**src/rtl/pwm_tx_pkg.sv**
```systemverilog
package pwm_tx_pkg;

    localparam int BYTE_W    = 8;
    localparam int BIT_IDX_W = $clog2(BYTE_W);

    typedef enum logic [2:0] {
        ST_IDLE = 3'd0,
        ST_WAIT = 3'd1,
        ST_LOAD = 3'd2,
        ST_SEND = 3'd3,
        ST_DROP = 3'd4
    } tx_state_e;

    typedef struct packed {
        tx_state_e            st;
        logic [BYTE_W-1:0]    sh;
        logic [BIT_IDX_W-1:0] bitn;
        logic                 last;
        logic                 lost;
        logic                 done;
    } tx_regs_t;

endpackage

```
**src/rtl/pwm_tx_bit_timer.sv**
```systemverilog
module pwm_tx_bit_timer #(
    parameter int DIV_W = 16
) (
    input  logic             clk,
    input  logic             rst_n,
    input  logic             run,
    input  logic [DIV_W-1:0] cfg_div,
    output logic             at_end,
    output logic             at_sample,
    output logic             past_half,
    output logic             past_3q
);
    localparam int EXT_W = DIV_W + 3;

    logic [DIV_W-1:0] cnt_q, cnt_d;
    logic [EXT_W-1:0] cnt_ext, q3_pt, samp_pt;
    logic [DIV_W-1:0] half_pt;

    assign cnt_ext = EXT_W'(cnt_q);
    assign half_pt = cfg_div >> 1;
    assign q3_pt   = (EXT_W'(cfg_div) * EXT_W'(3)) >> 2;
    assign samp_pt = (EXT_W'(cfg_div) * EXT_W'(5)) >> 3;

    assign at_end    = (cnt_q == cfg_div - DIV_W'(1));
    assign at_sample = (cnt_ext == samp_pt);
    assign past_half = (cnt_q >= half_pt);
    assign past_3q   = (cnt_ext >= q3_pt);

    always_comb begin
        cnt_d = cnt_q;
        if (!run)        cnt_d = '0;
        else if (at_end) cnt_d = '0;
        else             cnt_d = cnt_q + DIV_W'(1);
    end

    always_ff @(posedge clk) begin
        if (!rst_n) cnt_q <= '0;
        else        cnt_q <= cnt_d;
    end

    // the phase counter never leaves the programmed period
    p_cnt_bound_r1: assert property (@(posedge clk) disable iff (!rst_n)
        run |-> (cnt_q < cfg_div));
    // a stopped timer restarts its period from zero
    p_cnt_restart_r1: assert property (@(posedge clk) disable iff (!rst_n)
        !run |=> (cnt_q == '0));
endmodule

```
**src/rtl/pwm_tx_idle_mon.sv**
```systemverilog
module pwm_tx_idle_mon #(
    parameter int DIV_W  = 16,
    parameter int IDLE_W = 4
) (
    input  logic              clk,
    input  logic              rst_n,
    input  logic              enable,
    input  logic              bus_sense,
    input  logic [DIV_W-1:0]  cfg_div,
    input  logic [IDLE_W-1:0] cfg_idle_bits,
    output logic              idle_ok
);
    logic [DIV_W-1:0]  clk_q, clk_d;
    logic [IDLE_W-1:0] nb_q, nb_d;

    assign idle_ok = (nb_q == cfg_idle_bits);

    always_comb begin
        clk_d = clk_q;
        nb_d  = nb_q;
        if (!enable || !bus_sense) begin
            clk_d = '0;
            nb_d  = '0;
        end else if (!idle_ok) begin
            if (clk_q == cfg_div - DIV_W'(1)) begin
                clk_d = '0;
                nb_d  = nb_q + IDLE_W'(1);
            end else begin
                clk_d = clk_q + DIV_W'(1);
            end
        end
    end

    always_ff @(posedge clk) begin
        if (!rst_n) begin
            clk_q <= '0;
            nb_q  <= '0;
        end else begin
            clk_q <= clk_d;
            nb_q  <= nb_d;
        end
    end

    // a dominant level during the wait restarts the idle count
    p_idle_restart_r4: assert property (@(posedge clk) disable iff (!rst_n)
        (enable && !bus_sense) |=> (nb_q == '0 && clk_q == '0));
    // the idle bit count never overshoots the programmed value
    p_idle_bound_r4: assert property (@(posedge clk) disable iff (!rst_n)
        enable |-> (nb_q <= cfg_idle_bits));
endmodule

```
**src/rtl/pwm_bus_tx.sv**
```systemverilog
module pwm_bus_tx
    import pwm_tx_pkg::*;
#(
    parameter int DIV_W  = 16,
    parameter int IDLE_W = 4
) (
    input  logic              clk,
    input  logic              rst_n,
    input  logic [DIV_W-1:0]  cfg_div,
    input  logic [IDLE_W-1:0] cfg_idle_bits,
    input  logic [BYTE_W-1:0] s_data,
    input  logic              s_valid,
    input  logic              s_last,
    output logic              s_ready,
    output logic              bus_drive_low,
    input  logic              bus_sense,
    output logic              done,
    output logic              arb_lost,
    output logic              busy
);
    localparam logic [BIT_IDX_W-1:0] LAST_BIT = BIT_IDX_W'(BYTE_W - 1);

    tx_regs_t r_q, r_d;
    logic     t_end, t_samp, t_half, t_3q;
    logic     idle_ok;
    logic     run, waiting, byte_end;

    assign run      = (r_q.st == ST_SEND);
    assign waiting  = (r_q.st == ST_WAIT);
    assign byte_end = run && t_end && (r_q.bitn == LAST_BIT);

    pwm_tx_bit_timer #(.DIV_W(DIV_W)) i_timer (
        .clk       (clk),
        .rst_n     (rst_n),
        .run       (run),
        .cfg_div   (cfg_div),
        .at_end    (t_end),
        .at_sample (t_samp),
        .past_half (t_half),
        .past_3q   (t_3q)
    );

    pwm_tx_idle_mon #(.DIV_W(DIV_W), .IDLE_W(IDLE_W)) i_idle (
        .clk           (clk),
        .rst_n         (rst_n),
        .enable        (waiting),
        .bus_sense     (bus_sense),
        .cfg_div       (cfg_div),
        .cfg_idle_bits (cfg_idle_bits),
        .idle_ok       (idle_ok)
    );

    assign s_ready = (r_q.st == ST_LOAD) || (r_q.st == ST_DROP) ||
                     (byte_end && !r_q.last);

    always_comb begin
        r_d      = r_q;
        r_d.done = 1'b0;
        unique case (r_q.st)
            ST_IDLE: begin
                if (s_valid) begin
                    r_d.st   = ST_WAIT;
                    r_d.lost = 1'b0;
                end
            end
            ST_WAIT: begin
                if (idle_ok) r_d.st = ST_LOAD;
            end
            ST_LOAD: begin
                if (s_valid) begin
                    r_d.sh   = s_data;
                    r_d.last = s_last;
                    r_d.bitn = '0;
                    r_d.st   = ST_SEND;
                end
            end
            ST_SEND: begin
                if (t_samp && r_q.sh[BYTE_W-1] && !bus_sense) begin
                    r_d.lost = 1'b1;
                    r_d.st   = r_q.last ? ST_IDLE : ST_DROP;
                end else if (t_end) begin
                    if (r_q.bitn == LAST_BIT) begin
                        if (r_q.last) begin
                            r_d.st   = ST_IDLE;
                            r_d.done = 1'b1;
                        end else if (s_valid) begin
                            r_d.sh   = s_data;
                            r_d.last = s_last;
                            r_d.bitn = '0;
                        end else begin
                            r_d.st = ST_LOAD;
                        end
                    end else begin
                        r_d.sh   = {r_q.sh[BYTE_W-2:0], 1'b0};
                        r_d.bitn = r_q.bitn + BIT_IDX_W'(1);
                    end
                end
            end
            ST_DROP: begin
                if (s_valid && s_last) r_d.st = ST_IDLE;
            end
            default: r_d.st = ST_IDLE;
        endcase
    end

    always_ff @(posedge clk) begin
        if (!rst_n) r_q <= '0;
        else        r_q <= r_d;
    end

    assign bus_drive_low = run && (r_q.sh[BYTE_W-1] ? t_3q : t_half);
    assign done          = r_q.done;
    assign arb_lost      = r_q.lost;
    assign busy          = (r_q.st == ST_WAIT) || (r_q.st == ST_LOAD) ||
                           (r_q.st == ST_SEND);

    // a fresh loss always leaves the line released
    p_lost_release_r5: assert property (@(posedge clk) disable iff (!rst_n)
        $rose(arb_lost) |-> (!bus_drive_low && !busy));
    // a loss follows only a recessive bit overridden on the line
    p_lost_cause_r5: assert property (@(posedge clk) disable iff (!rst_n)
        $rose(r_q.lost) |-> ($past(r_q.st) == ST_SEND && !$past(bus_sense) &&
                             $past(r_q.sh[BYTE_W-1])));
    // completion never coincides with a lost or ongoing attempt
    p_done_clean_r7: assert property (@(posedge clk) disable iff (!rst_n)
        done |-> (!arb_lost && !busy));
    // the byte in flight is held steady until its period boundary
    p_byte_hold_r1: assert property (@(posedge clk) disable iff (!rst_n)
        (run && !t_end) |=> ($stable(r_q.sh) && $stable(r_q.bitn)));
    // a byte taken while waiting starts its first bit next cycle
    p_take_start_r11: assert property (@(posedge clk) disable iff (!rst_n)
        (s_ready && s_valid && r_q.st == ST_LOAD) |=> (r_q.st == ST_SEND));
endmodule

```
**config.mk**
```make
export PLATFORM = sky130hd
export DESIGN_NAME = pwm_bus_tx
export DESIGN_NICKNAME = d
export VERILOG_FILES = /design/src/rtl/pwm_tx_pkg.sv /design/src/rtl/pwm_tx_bit_timer.sv /design/src/rtl/pwm_tx_idle_mon.sv /design/src/rtl/pwm_bus_tx.sv
export SDC_FILE = /design/constraint.sdc
export NUM_CORES = 1
export LEC_CHECK = 0
export BUFFER_PORTS_ARGS = -buffer_cell sky130_fd_sc_hd__buf_2
export CORE_MARGIN = 3
export CORE_UTILIZATION = 35
export DETAILED_ROUTE_END_ITERATION = 8
export SLEW_MARGIN = 20
export SYNTH_ARGS = -nofsm -noshare
export SYNTH_HDL_FRONTEND = slang
export SYNTH_SLANG_ARGS = --single-unit
```
**constraint.sdc**
```tcl
create_clock -name clk -period 5.29 [get_ports clk]
set_input_delay 0.7935 -clock clk [delete_from_list [all_inputs] [get_ports clk]]
set_output_delay 0.7935 -clock clk [all_outputs]
set_load 0.03 [all_outputs]
```
==> results.txt <==
Status - finished clean
Final setup fails - 0
Peak VDD IR - 0.127 mV
Rows - 47
Synth area leaders - ha_1 20%, dfxtp_1 17%, xnor2_1 9.4%
Via count - 5259
Yosys warns - 0
Multi-input logic area - 4770 sq um
Seq. cell area - 1060 sq um
Final nets - 897
DRT iter0 DRCs - 396
Die width - 138 um
CTS HTree Levels - 2
Dominant cell type by area after synthesis - ha_1
Number of synthesized flops with an enable pin - 0
Detail Route Antenna Nets - 0
Crit path DAT - 4.28 ns
DP Worst Slack - 0.170 ns
F_max - 197 MHz
Total Wirelength - 15800 um
Leakage power total - 0.00281 uW
ANT cells - 0
Area growth, synth to finish - 9.38%
Fraction of layout cells with a size suffix above 1 - 0.0927
HP Class - register to register
Synth top area share - 0.200
Area of the die - 19000 sq um
Routed WL per cell - 16.1 um
Area of placed instances - 6420 sq um
Synthesized area per cell - 8.17 sq um
Clock transition at path regs - 0.07 ns
Largest net degree at the start of global routing - 26
Async SR Flop Fraction - 0
Dpl hpwl - 12400 um
Slew margin rel. - 0.482
Main synth FF type - dfxtp_1
WS Path Type - input pin to output port
DRC Markers - 0
Worst slew pin tran - 0.769 ns
Total of max-cap violations - 0
Critical Path RT - 4.50 ns
Die height - 138 um
# IOs - 38
Final Cell Area - 6640 sq um
Gp weighted congestion - 0.875
Final hold viol count - 0
PwrDens - 185 nW/um^2
Hold-fix buffers, CTS - 0
Register bit total from synthesis - 53
Fin worst setup slack - 0.218 ns
Final Max Slew Viols - 0
Clk sinks - 53
Worst-Skew Late Latency - 0.30 ns
CTS tree - done
Fill cells - 1736
Core area - 16800 sq um
Tmin final - 5.07 ns
Initial antenna violation count - 0
Drt first pass iters - 5
Clock Path Buffers - 2
Tot GR Track Use - 0.173
First-pass GRT wire length - 26100 um
Number of global-route vias before repair - 5073
Gr ovfl total - 0
Syn_nets - 875
Starting Density - 0.362
Setup crit start kind - input pin
Crit-path max FO - 6
Inserted Clock Buffers - 5
Sequential share of the synthesized area - 0.175
Distinct cells, synth - 67
Syn Inst Count - 743
Final Cycle Share - 0.959
Vias per cell - 5.33
Setup crit end kind - output port
Clock root buffer master - clkbuf_16
Min Hold Slack - 0.458 ns
IO Port Bufs - 37
Clock skew - 0.00876 ns
Netlist Area Pre-Place - 6070 sq um
Setup bufs post-CTS - 0
-- Yosys cell counts (all sizes together), types with 5 or more instances --
cell and instances:
a21o 20, a2111oi 5, or2 6, inv 33, nand2b 5, and3 12, nor2b 12, dfxtp 53
o211ai 7, xor2 45, a31oi 10, clkbuf 15, nor3 7, ha 97, nand2 66, and2 5
nand4 18, o31ai 5, buf 10, mux2i 14, nand3 34, xnor2 65, nor2 68, o21bai 8
o21ai 19, a21oi 37
-- final timing paths --
check	slack [ns]	start	cells past startpoint	end
min reg2reg	0.46	r_q[12]	2	r_q[12]
max reg2reg	2.18	i_timer.cnt_q[11]	9	r_q[13]
max	0.22	cfg_div[1]	18	bus_drive_low
min	0.46	r_q[12]	2	r_q[12]
-- report_power, final --
part	internal (uW)	total, uW	leakage, uW	switching (uW)
combinational	171	398	0.00229	227
sequential	400	402	0.000427	2.35
clock	273	427	0.0000944	154
-- layout by cell type (no fill, tap or decap), drive strengths merged, types with 4 or more instances in the layout --
cell type  instances
a2111oi            5
a211oi             4
a21o              20
a21oi             37
a31o               4
a31oi             10
and2               5
and3              12
buf               40
clkbuf             5
dfxtp             53
ha                97
inv               34
mux2i             14
nand2             66
nand2b             5
nand3             34
nand3b             4
nand4             18
nand4b             4
nor2              68
nor2b             12
nor3               7
nor4               4
o211ai             7
o21ai             19
o21bai             8
o31ai              5
or2                6
xnor2             65
xnor3              4
xor2              45
-- layer usage --
| layer | track usage | share of wire |
|---|---|---|
| met5 | 0 | 0 |
| met3 | 0.0226 | 0.037 |
| met4 | 0.0421 | 0.018 |
| met2 | 0.276 | 0.44 |
| met1 | 0.247 | 0.50 |
-- sequential cells by signal, summed over array words and instances (netlist names) --
name and cells:
r_q 15, i_idle.clk_q 16, i_idle.nb_q 4, arb_lost 1, done 1, i_timer.cnt_q 16
-- per-stage QoR --
step	power (uW)	utilization	TNS, ns	instances
finish	1230	0.396	0	986
global route	1300	0.396	-0.0311	986
CTS	1230	0.394	0	986
detailed placement	799	0.383	0	978
global placement	801	0.383	0	978
floorplan	705	-	0	743
-- cell type report --
type,count,area share
Multi-Input combinational cell,632,0.719
Clock inverter,3,0.0104
Timing Repair Buffer,40,0.0317
Inverter,33,0.0187
Tap cell,220,0.0415
Clock buffer,5,0.0189
Sequential cell,53,0.160
-- worst max-delay path, cell delays in order --
cell,delay (ns)
buf_2,0.14
ha_1,0.22
fa_2,0.36
a21o_1,0.18
a21oi_2,0.17
o21bai_1,0.12
a31oi_2,0.24
o21ai_2,0.10
o41ai_2,0.35
buf_4,0.17
o21bai_1,0.06
a21o_1,0.20
xor2_1,0.14
ha_1,0.26
and3_1,0.20
a221oi_1,0.26
a211oi_1,0.12
buf_4,0.19
-- cell families (layout without fill, tap and decap cells) --
logic type / Yosys count / in the layout / synth area share
AND/OR/NAND/NOR: 260 / 260 / 0.213
multiplexers: 14 / 14 / 0.0231
flip-flops: 53 / 53 / 0.175
AO/OA/AOI/OAI: 145 / 145 / 0.164
XOR/XNOR: 114 / 114 / 0.176
buffers and inverters: 58 / 81 / 0.0425
adder cells (fa/ha/maj): 99 / 99 / 0.207
-- timing repair --
action,4_1_cts,5_1_grt
gates resized for setup,0,8
endpoints found under the setup margin,0,1
hold endpoints to repair,0,0
(Power assumes the default switching activity.)
